`src/rtl/rxbf_pkg.sv`:
```
package rxbf_pkg;
   typedef enum logic [1:0] {
      SEG_NONE = 2'd0,
      SEG_POOL = 2'd1,
      SEG_END  = 2'd2
   } seg_kind_t;
endpackage

```
`src/rtl/rxbf_blk_decode.sv`:
```
module rxbf_blk_decode #(
   parameter int MIN_BLK = 4,
   parameter int SEL_W   = 2,
   parameter int LEN_W   = 6
) (
   input  logic [SEL_W-1:0] sel,
   output logic [LEN_W-1:0] blk_len
);
   localparam int NSIZE = 1 << SEL_W;

   logic [LEN_W-1:0] size_tab [NSIZE];

   for (genvar g = 0; g < NSIZE; g++) begin : g_size
      assign size_tab[g] = LEN_W'(MIN_BLK << g);
   end

   assign blk_len = size_tab[sel];
endmodule

```
`src/rtl/rxbf_store.sv`:
```
module rxbf_store #(
   parameter int DEPTH = 64,
   parameter int OFF_W = 5,
   parameter int LEN_W = 6
) (
   input  logic             clk,
   input  logic             rst_n,
   input  logic             clr,
   input  logic             wr_en,
   input  logic [7:0]       wr_data,
   input  logic             adv_en,
   input  logic [LEN_W-1:0] adv_len,
   input  logic [OFF_W-1:0] rd_off,
   output logic [7:0]       rd_data
);
   localparam int AW = $clog2(DEPTH);

   logic [7:0]    mem [DEPTH];
   logic [AW-1:0] wptr_q;
   logic [AW-1:0] base_q;

   always_ff @(posedge clk) begin
      if (wr_en) mem[wptr_q] <= wr_data;
   end

   always_ff @(posedge clk or negedge rst_n) begin
      if (!rst_n) begin
         wptr_q <= '0;
         base_q <= '0;
      end else if (clr) begin
         wptr_q <= '0;
         base_q <= '0;
      end else begin
         if (wr_en)  wptr_q <= wptr_q + AW'(1);
         if (adv_en) base_q <= base_q + AW'(adv_len);
      end
   end

   assign rd_data = mem[base_q + AW'(rd_off)];
endmodule

```
`src/rtl/rxbf_ctrl.sv`:
```
module rxbf_ctrl
   import rxbf_pkg::*;
#(
   parameter int DEPTH   = 64,
   parameter int MIN_BLK = 4,
   parameter int MAX_BLK = 32,
   parameter int LEN_W   = 6
) (
   input  logic             clk,
   input  logic             rst_n,
   input  logic [LEN_W-1:0] blk_len,
   input  logic             wr_valid,
   input  logic             wr_eof,
   input  logic             cmd_ack,
   input  logic             cmd_reset,
   output logic             wr_en,
   output logic             adv_en,
   output logic [LEN_W-1:0] adv_len,
   output logic             irq_pool,
   output logic             irq_end,
   output logic [LEN_W-1:0] seg_len,
   output logic             ovf_flag
);
   localparam int FW = $clog2(DEPTH + 1);

   seg_kind_t        kind_q;
   logic [FW-1:0]    fill_q;
   logic [LEN_W-1:0] len_q;
   logic             eof_q;
   logic             ovf_q;
   logic             hdrop_q;

   logic full, drop_full, drop_hold, end_ack;

   assign full      = (fill_q == FW'(DEPTH));
   assign wr_en     = !cmd_reset && wr_valid && !eof_q && !full;
   assign drop_full = !cmd_reset && wr_valid && !eof_q && full;
   assign drop_hold = !cmd_reset && wr_valid && eof_q;
   assign adv_en    = !cmd_reset && cmd_ack && (kind_q != SEG_NONE);
   assign adv_len   = len_q;
   assign end_ack   = adv_en && (kind_q == SEG_END);

   always_ff @(posedge clk or negedge rst_n) begin
      if (!rst_n) begin
         kind_q  <= SEG_NONE;
         fill_q  <= '0;
         len_q   <= '0;
         eof_q   <= 1'b0;
         ovf_q   <= 1'b0;
         hdrop_q <= 1'b0;
      end else if (cmd_reset) begin
         kind_q  <= SEG_NONE;
         fill_q  <= '0;
         len_q   <= '0;
         eof_q   <= 1'b0;
         ovf_q   <= 1'b0;
         hdrop_q <= 1'b0;
      end else begin
         fill_q <= fill_q + FW'(wr_en) - (adv_en ? FW'(len_q) : FW'(0));
         if (kind_q != SEG_NONE) begin
            if (adv_en) kind_q <= SEG_NONE;
         end else if (fill_q >= FW'(blk_len)) begin
            kind_q <= SEG_POOL;
            len_q  <= blk_len;
         end else if (eof_q) begin
            kind_q <= SEG_END;
            len_q  <= LEN_W'(fill_q);
         end
         eof_q   <= end_ack ? 1'b0 : (eof_q | wr_eof);
         ovf_q   <= end_ack ? (hdrop_q | drop_hold) : (ovf_q | drop_full);
         hdrop_q <= end_ack ? 1'b0 : (hdrop_q | drop_hold);
      end
   end

   assign irq_pool = (kind_q == SEG_POOL);
   assign irq_end  = (kind_q == SEG_END);
   assign seg_len  = (kind_q == SEG_NONE) ? '0 : len_q;
   assign ovf_flag = ovf_q;

   a_r10_irq_exclusive: assert property (@(posedge clk) disable iff (!rst_n)
      !(irq_pool && irq_end));

   a_r3_pool_len_shape: assert property (@(posedge clk) disable iff (!rst_n)
      irq_pool |-> ($countones(seg_len) == 1 && seg_len >= LEN_W'(MIN_BLK)));

   a_r4_end_len_short: assert property (@(posedge clk) disable iff (!rst_n)
      irq_end |-> (seg_len < LEN_W'(MAX_BLK)));

   a_r6_ack_drops_irq: assert property (@(posedge clk) disable iff (!rst_n)
      (cmd_ack && (irq_pool || irq_end)) |=> !(irq_pool || irq_end));

   a_r6_pending_holds: assert property (@(posedge clk) disable iff (!rst_n)
      ((irq_pool || irq_end) && !cmd_ack && !cmd_reset)
         |=> ($stable(seg_len) && $stable(irq_pool) && $stable(irq_end)));

   a_r7_fill_bound: assert property (@(posedge clk) disable iff (!rst_n)
      fill_q <= FW'(DEPTH));

   a_r9_reset_clears: assert property (@(posedge clk) disable iff (!rst_n)
      cmd_reset |=> (fill_q == '0 && !irq_pool && !irq_end && !ovf_flag));
endmodule

```
`src/rtl/rxblk_fifo.sv`:
```
module rxblk_fifo #(
   parameter int DEPTH   = 64,
   parameter int MIN_BLK = 4,
   parameter int SEL_W   = 2,
   localparam int MAX_BLK = MIN_BLK << ((1 << SEL_W) - 1),
   localparam int OFF_W   = $clog2(MAX_BLK),
   localparam int LEN_W   = $clog2(MAX_BLK + 1)
) (
   input  logic             clk,
   input  logic             rst_n,
   input  logic [SEL_W-1:0] blk_sel,
   input  logic             wr_valid,
   input  logic [7:0]       wr_data,
   input  logic             wr_eof,
   input  logic             cmd_ack,
   input  logic             cmd_reset,
   input  logic [OFF_W-1:0] rd_off,
   output logic [7:0]       rd_data,
   output logic             irq_pool,
   output logic             irq_end,
   output logic [LEN_W-1:0] seg_len,
   output logic             ovf_flag
);
   if ((DEPTH & (DEPTH - 1)) != 0) begin : g_chk_depth
      $error("rxblk_fifo: DEPTH must be a power of two");
   end
   if (MIN_BLK < 1 || (MIN_BLK & (MIN_BLK - 1)) != 0) begin : g_chk_min
      $error("rxblk_fifo: MIN_BLK must be a power of two");
   end
   if (MAX_BLK > DEPTH) begin : g_chk_max
      $error("rxblk_fifo: largest block exceeds DEPTH");
   end

   logic [LEN_W-1:0] blk_len;
   logic             wr_en;
   logic             adv_en;
   logic [LEN_W-1:0] adv_len;

   rxbf_blk_decode #(
      .MIN_BLK (MIN_BLK),
      .SEL_W   (SEL_W),
      .LEN_W   (LEN_W)
   ) decode_i (
      .sel     (blk_sel),
      .blk_len (blk_len)
   );

   rxbf_ctrl #(
      .DEPTH   (DEPTH),
      .MIN_BLK (MIN_BLK),
      .MAX_BLK (MAX_BLK),
      .LEN_W   (LEN_W)
   ) ctrl_i (
      .clk       (clk),
      .rst_n     (rst_n),
      .blk_len   (blk_len),
      .wr_valid  (wr_valid),
      .wr_eof    (wr_eof),
      .cmd_ack   (cmd_ack),
      .cmd_reset (cmd_reset),
      .wr_en     (wr_en),
      .adv_en    (adv_en),
      .adv_len   (adv_len),
      .irq_pool  (irq_pool),
      .irq_end   (irq_end),
      .seg_len   (seg_len),
      .ovf_flag  (ovf_flag)
   );

   rxbf_store #(
      .DEPTH (DEPTH),
      .OFF_W (OFF_W),
      .LEN_W (LEN_W)
   ) store_i (
      .clk     (clk),
      .rst_n   (rst_n),
      .clr     (cmd_reset),
      .wr_en   (wr_en),
      .wr_data (wr_data),
      .adv_en  (adv_en),
      .adv_len (adv_len),
      .rd_off  (rd_off),
      .rd_data (rd_data)
   );
endmodule

```
`config.mk`:
```
export PLATFORM = sky130hd
export DESIGN_NAME = rxblk_fifo
export DESIGN_NICKNAME = d
export VERILOG_FILES = /design/src/rtl/rxbf_pkg.sv /design/src/rtl/rxbf_blk_decode.sv /design/src/rtl/rxbf_store.sv /design/src/rtl/rxbf_ctrl.sv /design/src/rtl/rxblk_fifo.sv
export SDC_FILE = /design/constraint.sdc
export NUM_CORES = 1
export LEC_CHECK = 0
export ABC_AREA = 0
export BUFFER_PORTS_ARGS = -buffer_cell sky130_fd_sc_hd__buf_2
export CAP_MARGIN = 20
export CORE_UTILIZATION = 50
export DETAILED_ROUTE_END_ITERATION = 10
export PLACE_DENSITY = 0.73
export SYNTH_ARGS = -nofsm -noshare
export SYNTH_HDL_FRONTEND = slang
export SYNTH_HIERARCHICAL = 1
export SYNTH_SLANG_ARGS = --single-unit
```
`constraint.sdc`:
```
create_clock -name clk -period 9.1 [get_ports clk]
set_input_delay 0.455 -clock clk [delete_from_list [all_inputs] [get_ports clk]]
set_output_delay 0.455 -clock clk [all_outputs]
set_load 0.03 [all_outputs]
```
==> results of run 1 <==
power groups by stage:
stage	combinational (uW)	sequential (uW)	clock [uW]
floorplan	730	2840	0
global placement	983	2860	0
detailed placement	1000	2860	0
CTS	1010	2810	2110
global route	1100	2820	2200
finish	1020	2810	2070
cells by family after synthesis:
family                   Yosys count  share of synthesized area
AO/OA/AOI/OAI                     54                     0.0166
XOR/XNOR                          11                    0.00629
adder cells (fa/ha/maj)           32                     0.0188
buffers and inverters             80                     0.0173
flip-flops                       542                      0.717
multiplexers                     254                      0.184
other                              1                   0.000167
AND/OR/NAND/NOR                  179                     0.0395
cell type report:
| class | instances | area share |
|---|---|---|
| Multi-Input combinational cell | 532 | 0.241 |
| Inverter | 21 | 0.00315 |
| Sequential cell | 542 | 0.644 |
| Clock inverter | 26 | 0.00929 |
| Tap cell | 592 | 0.0296 |
| Timing Repair Buffer | 56 | 0.0176 |
| Clock buffer | 68 | 0.0556 |
path summary, 6_finish.rpt:
path	cells past startpoint	startpoint	end	slack [ns]
max	10	store_i/base_q[0]	rd_data[1]	3.84
min	3	wr_eof	ctrl_i/eof_q	0.12
max reg2reg	7	ctrl_i/fill_q[6]	store_i/mem[61][3]	5.74
min reg2reg	2	store_i/base_q[3]	store_i/base_q[3]	0.57
max in group asynchronous	2	rst_n	store_i/wptr_q[5]	8.14
min in group asynchronous	2	rst_n	ctrl_i/adv_len[0]	0.47
through the flow:
stage               total power [uW]  std cells   util  hold WS [ns]  setup slack (ns)
floorplan                       3570       1154      -         0.159              5.96
global placement                3850       1734  0.525         0.555              4.36
detailed placement              3860       1734  0.525         0.556              4.33
CTS                             5930       1829  0.561        0.0960              3.85
global route                    6110       1837  0.565         0.126              3.72
finish                          5900       1837  0.565         0.119              3.84
worst min-delay path: stages:
cell and delay [ns]:
buf_2 0.10, nor2_1 0.07, nor3_1 0.05
cells in the mapped netlist (3+ instances only):
cell,number
clkbuf_1,26
nor3_1,7
edfxtp_1,512
buf_6,6
mux4_2,128
fa_1,3
buf_4,4
nor4b_1,3
xnor2_1,4
nand3_1,10
o21a_1,4
mux2i_1,126
and3_1,3
a221oi_1,6
o21ai_0,16
nor4_1,3
nor2b_1,20
dfrtp_1,30
a211oi_1,4
nand3b_1,7
nor2_1,84
ha_1,29
inv_1,19
or3_1,3
nand2_1,21
xor2_1,4
a21oi_1,6
buf_2,20
nand2b_1,5
sequential cells by signal (all words and copies together), names as in the netlist:
register and flops:
store_i/mem 512, ctrl_i/fill_q 7, ctrl_i/adv_len 6, store_i/base_q 6, store_i/wptr_q 6, ctrl_i/kind_q 2
ctrl_i/eof_q 1, ctrl_i/hdrop_q 1, ctrl_i/ovf_flag 1
repair_timing:
action	CTS	global route
resized for setup	0	0
hold buffers	1	0
hold endpoints to repair	30	0
layer usage:
layer  vias to the layer above  routed length, um  track usage
met5                         -                  0            0
met4                         0                760       0.0476
met3                        62               3470       0.0401
met2                       415              22200        0.325
met1                      5770              20200        0.306
li1                       4769                  -            -
==> impl_metrics.py, run 1 <==
metrics = {
    "outcome": {
        "outcome": "finished clean",
    },
    "placed_design": {
        "place_area_um2": 23200,
        "io_buffers": 37,
        "place.gp.congestion": 0.783,
        "dp_hpwl_um": 27200,
    },
    "cts": {
        "cts_max_level": 2,
        "cts_buffers": 52,
        "cts.sinks": 542,
        "insertion_delay_ns": 0.59,
        "path_clk_slew_ns": 0.06,
        "cts_tree": "built",
        "ctsRootBufferMaster": "clkbuf_16",
        "clockBufferDepth": 3,
        "post_cts_buffers": 0,
    },
    "timing": {
        "rsz0062_at_grt": "false",
        "min_period_ns": 5.26,
        "fin_tns_setup_ns": 0,
        "relSlewSlack": 0.241,
        "tightest_slew_ns": 1.14,
        "drv_slew": 0,
        "finalCritPeriodShare": 0.577,
        "fin_skew_ns": 0.0123,
        "final_hold_viol_count": 0,
        "setup_viol": 0,
        "fmax_mhz": 190,
    },
    "worst_setup_path": {
        "critPathTopFamily": "adder cells",
        "end_kind": "primary output",
        "critical_path.max_stage_delay_ns": 1.48,
        "critPathKind": "reg2out",
        "crit_fanout": 65,
        "cpMostUsedCell": "mux2i_1",
        "cp_slowest_cell": "fa_4",
        "cp_data_arrival_time_ns": 4.80,
        "cp.buffers_inverters": 3,
        "crit_chain": "ha_4, inv_1, fa_4, buf_4, mux4_2, mux2i_1, mux2i_1, mux2i_1, mux2i_1, buf_2",
        "setup.worst_path.start_class": "flip-flop",
        "critPathRequiredTime_ns": 8.65,
    },
    "route": {
        "first_iter_violations": 904,
        "drcViolationCount": 0,
        "first_pass_iters": 5,
        "drtAntennaViolNets": 0,
        "vias": 11016,
        "wl_per_cell_um": 25.4,
        "avgViaCountPerCell": 6.00,
        "routed_wl_um": 46700,
    },
    "synth": {
        "yosysTopAreaCell": "edfxtp_1",
        "synth-seq-area-share": 0.717,
        "postSynth.asyncResetShare": 0.0554,
        "ys.flop_type": "edfxtp_1",
        "netlist_area_um2": 22500,
        "yosysWarnings": 6,
        "synthCells": 1153,
        "ys_types": 61,
        "synth-edff-count": 512,
        "ys_seq_elements": 542,
        "synth_top_area_share": 0.684,
        "ys_top_cells_by_area": "edfxtp_1 68%, mux4_2 13%, mux2i_1 5.6%",
        "syn_avg_cell_area_um2": 19.5,
    },
    "power_and_ir_drop": {
        "worst_ir_drop_vdd_uv": 154,
        "internal-power_uw": 4370,
        "power_leakage_uw": 0.00835,
        "powerDensity_nw_per_um2": 236,
        "swShare": 0.260,
        "seq_power_share": 0.476,
        "switching_power_uw": 1530,
        "p_clk_frac": 0.351,
        "p_comb_frac": 0.173,
    },
    "floorplanning": {
        "die_h_um": 214,
        "die_w_um": 214,
        "core_area_um2": 44300,
        "start_util": 0.507,
        "dieArea_um2": 45800,
        "rows": 77,
        "io_pins": 38,
    },
    "final_layout": {
        "design_area_um2": 25000,
        "final_cell_mix": "512 x edfxtp_1, 128 x mux4_2, 126 x mux2i_1",
        "syn2layout_area_growth_pct": 11.4,
        "multi_input_area_um2": 6030,
        "final_nets": 1258,
        "diodes": 0,
        "final_common_cell": "edfxtp_1",
        "drive_gt1_frac": 0.219,
        "fillerInstances": 3288,
        "seqCellArea_um2": 16100,
    },
    "grt": {
        "grt.overflow.total": 0,
        "grt_pass1_vias": 11109,
        "track_usage": 0.208,
        "grt_max_degree": 106,
        "grt_pass1_wl_um": 70800,
        "antenna_found_initial": 0,
    },
    "worst_hold_path": {
        "hold_class": "in2reg",
    },
    "flow_run": {
        "cap_viol_max_count": 0,
    },
}
(Power assumes the default switching activity.)
==> run 2, diff against run 1 <==
Settings changed: ABC_AREA 0 to 1, PLACE_DENSITY 0.73 to 0.75.
Clock period 9.1 ns to 4.54 ns, I/O delays scaled along.
==> impl_metrics.py, run 2 <==
metrics = {
    "cts": {
        "clockBufferDepth": 3,
        "cts_max_level": 2,
        "cts_buffers": 53,
        "ctsRootBufferMaster": "clkbuf_16",
        "insertion_delay_ns": 0.60,
        "cts.sinks": 542,
        "path_clk_slew_ns": 0.06,
        "cts_tree": "built",
    },
    "route": {
        "avgViaCountPerCell": 5.62,
        "drtAntennaViolNets": 0,
        "vias": 17125,
        "drcViolationCount": 0,
        "routed_wl_um": 60900,
        "wl_per_cell_um": 20.0,
        "first_iter_violations": 2197,
        "first_pass_iters": 5,
    },
    "synth": {
        "muxShareOfSynthArea": 0,
        "netlist_area_um2": 24100,
        "yosysTopAreaCell": "edfxtp_1",
        "synth_fa_ha_area_frac": 0.0175,
        "ys.flop_type": "edfxtp_1",
        "ys_seq_elements": 542,
        "synthCells": 2381,
        "synthTopCellsByCount": "929 x nand2_1, 512 x edfxtp_1, 358 x nand3_1",
        "syn_avg_cell_area_um2": 10.1,
        "yosysMostFrequentCell": "nand2_1",
        "ys_top_cells_by_area": "edfxtp_1 64%, nand2_1 14%, nand3_1 7.4%",
        "synth-simple-area-share": 0.245,
        "postSynth.asyncResetShare": 0.0554,
        "synth_xor_area_frac": 0.00415,
        "synth_compound_area_frac": 0.00980,
        "yosysWarnings": 6,
        "synth-seq-area-share": 0.669,
        "synth_top_family_by_area": "simple AND/OR/NAND/NOR gates",
        "synth-edff-count": 512,
        "ys_types": 42,
        "synth_top_area_share": 0.637,
    },
    "placed_design": {
        "place_ws_ns": 1.03,
        "dp_hpwl_um": 36100,
        "place.gp.congestion": 0.946,
        "io_buffers": 37,
        "dp.cells": 2948,
    },
    "final_layout": {
        "final_cell_mix": "929 x nand2_1, 512 x edfxtp_1, 358 x nand3_1",
        "drive_gt1_frac": 0.0666,
        "regMostFlops": "store_i/mem",
        "diodes": 0,
        "final_common_cell": "nand2_1",
        "final_cell_count_no_fill": 3048,
        "final_nets": 2446,
        "top_regs": "store_i/mem x512, ctrl_i/fill_q x7",
        "largest_reg_flops": 512,
        "syn2layout_area_growth_pct": 10.4,
    },
    "worst_setup_path": {
        "cp_data_arrival_time_ns": 3.91,
        "setup.worst_path.start_class": "flip-flop",
        "critPathKind": "reg2out",
        "crit_fanout": 57,
        "critPathRequiredTime_ns": 4.31,
        "end_kind": "primary output",
    },
    "floorplanning": {
        "start_util": 0.506,
        "core_area_um2": 47600,
        "dieArea_um2": 49100,
        "io_pins": 38,
        "rows": 80,
        "die_w_um": 222,
        "die_h_um": 222,
    },
    "power_and_ir_drop": {
        "powerDensity_nw_per_um2": 645,
        "power_leakage_uw": 0.0109,
        "worst_ir_drop_vdd_uv": 607,
    },
    "timing": {
        "finalCritPeriodShare": 0.911,
        "tightest_slew_ns": 1.06,
        "drv_slew": 0,
        "fin_tns_setup_ns": 0,
        "final_hold_viol_count": 0,
        "fmax_mhz": 242,
        "min_period_ns": 4.14,
        "fin_skew_ns": 0.0176,
        "setup_viol": 0,
        "fin_ws_ns": 0.404,
        "rsz0062_at_grt": "false",
        "relSlewSlack": 0.288,
    },
    "grt": {
        "track_usage": 0.253,
        "antenna_found_initial": 0,
        "grt_max_degree": 140,
        "grt_pass1_wl_um": 95500,
        "grt_pass1_vias": 16642,
        "grt.overflow.total": 0,
    },
    "worst_hold_path": {
        "hold_class": "in2reg",
    },
    "outcome": {
        "outcome": "finished clean",
    },
    "flow_run": {
        "cap_viol_max_count": 0,
    },
}
run 2: cells by family (layout without fill, tap and decap cells):
logic type | Yosys count | count (layout)
xor gates and xnor gates | 8 | 8
other | 1 | 2
adders and majority gates | 32 | 32
DFF | 542 | 542
buffers and inverters | 341 | 392
AOI/OAI and AO/OA | 38 | 38
and+or+nand+nor | 1419 | 1419
run 2: power by group:
group / internal, uW / total [uW] / leakage [uW] / switching (uW)
registers: 5550 / 5650 / 0.00501 / 100
logic: 2040 / 7320 / 0.00511 / 5280
clock network: 2400 / 4210 / 0.000797 / 1810
total: 9980 / 17200 / 0.0109 / 7190
run 2: layer usage:
metal | vias up | part of all wire | track usage
li1 | 7874 | - | -
met1 | 8199 | 0.38 | 0.335
met2 | 912 | 0.47 | 0.408
met3 | 140 | 0.10 | 0.0485
met4 | 0 | 0.042 | 0.108
met5 | - | 0 | 0
run 2: per-stage QoR:
stage | total power, uW | util | hold slack (ns) | instance area, um^2
floorplan | 10500 | - | -0.0686 | 24100
global placement | 12800 | 0.523 | 0.316 | 24900
detailed placement | 12900 | 0.524 | 0.318 | 24900
CTS | 17100 | 0.559 | 0.00822 | 26600
global route | 18100 | 0.559 | 0.0521 | 26600
finish | 17200 | 0.559 | 0.0404 | 26600
run 2: worst paths after layout:
check / start / depth (start not counted) / slack (ns) / to
max reg2reg: ctrl_i/fill_q[3] / 7 / 1.80 / store_i/mem[11][0]
min: blk_sel[1] / 6 / 0.04 / ctrl_i/adv_len[2]
max: store_i/base_q[0] / 14 / 0.40 / rd_data[6]
min in group asynchronous: rst_n / 2 / 0.24 / ctrl_i/hdrop_q
min reg2reg: ctrl_i/adv_len[0] / 2 / 0.53 / ctrl_i/adv_len[0]
max in group asynchronous: rst_n / 2 / 3.84 / ctrl_i/fill_q[4]
run 2: repair_timing:
action	CTS	global route
setup buffers	0	0
hold buffers	5	0
gates resized for setup	0	0
endpoints found under the hold margin	36	0
run 2: final cells by class:
cell class | count | area (um^2)
clock buffers | 66 | 1400
repair buffers | 68 | 513
multi-input cells | 1499 | 6720
fillers | 3848 | 21000
well taps | 615 | 769
flip-flops and latches | 542 | 16100
inverters | 229 | 872
clock inverters | 29 | 248
run 2: worst max-delay path, stage by stage (launching register included):
cell and delay (ns):
dfrtp_1 0.43, ha_4 0.19, inv_1 0.08, fa_4 0.66, inv_4 0.49, buf_12 0.36, nand2_1 0.09, nand2_1 0.08
nand2_1 0.15, nand3_1 0.13, nand3_1 0.09, nand2_1 0.18, nand2_1 0.07, nand2_1 0.09, buf_2 0.20
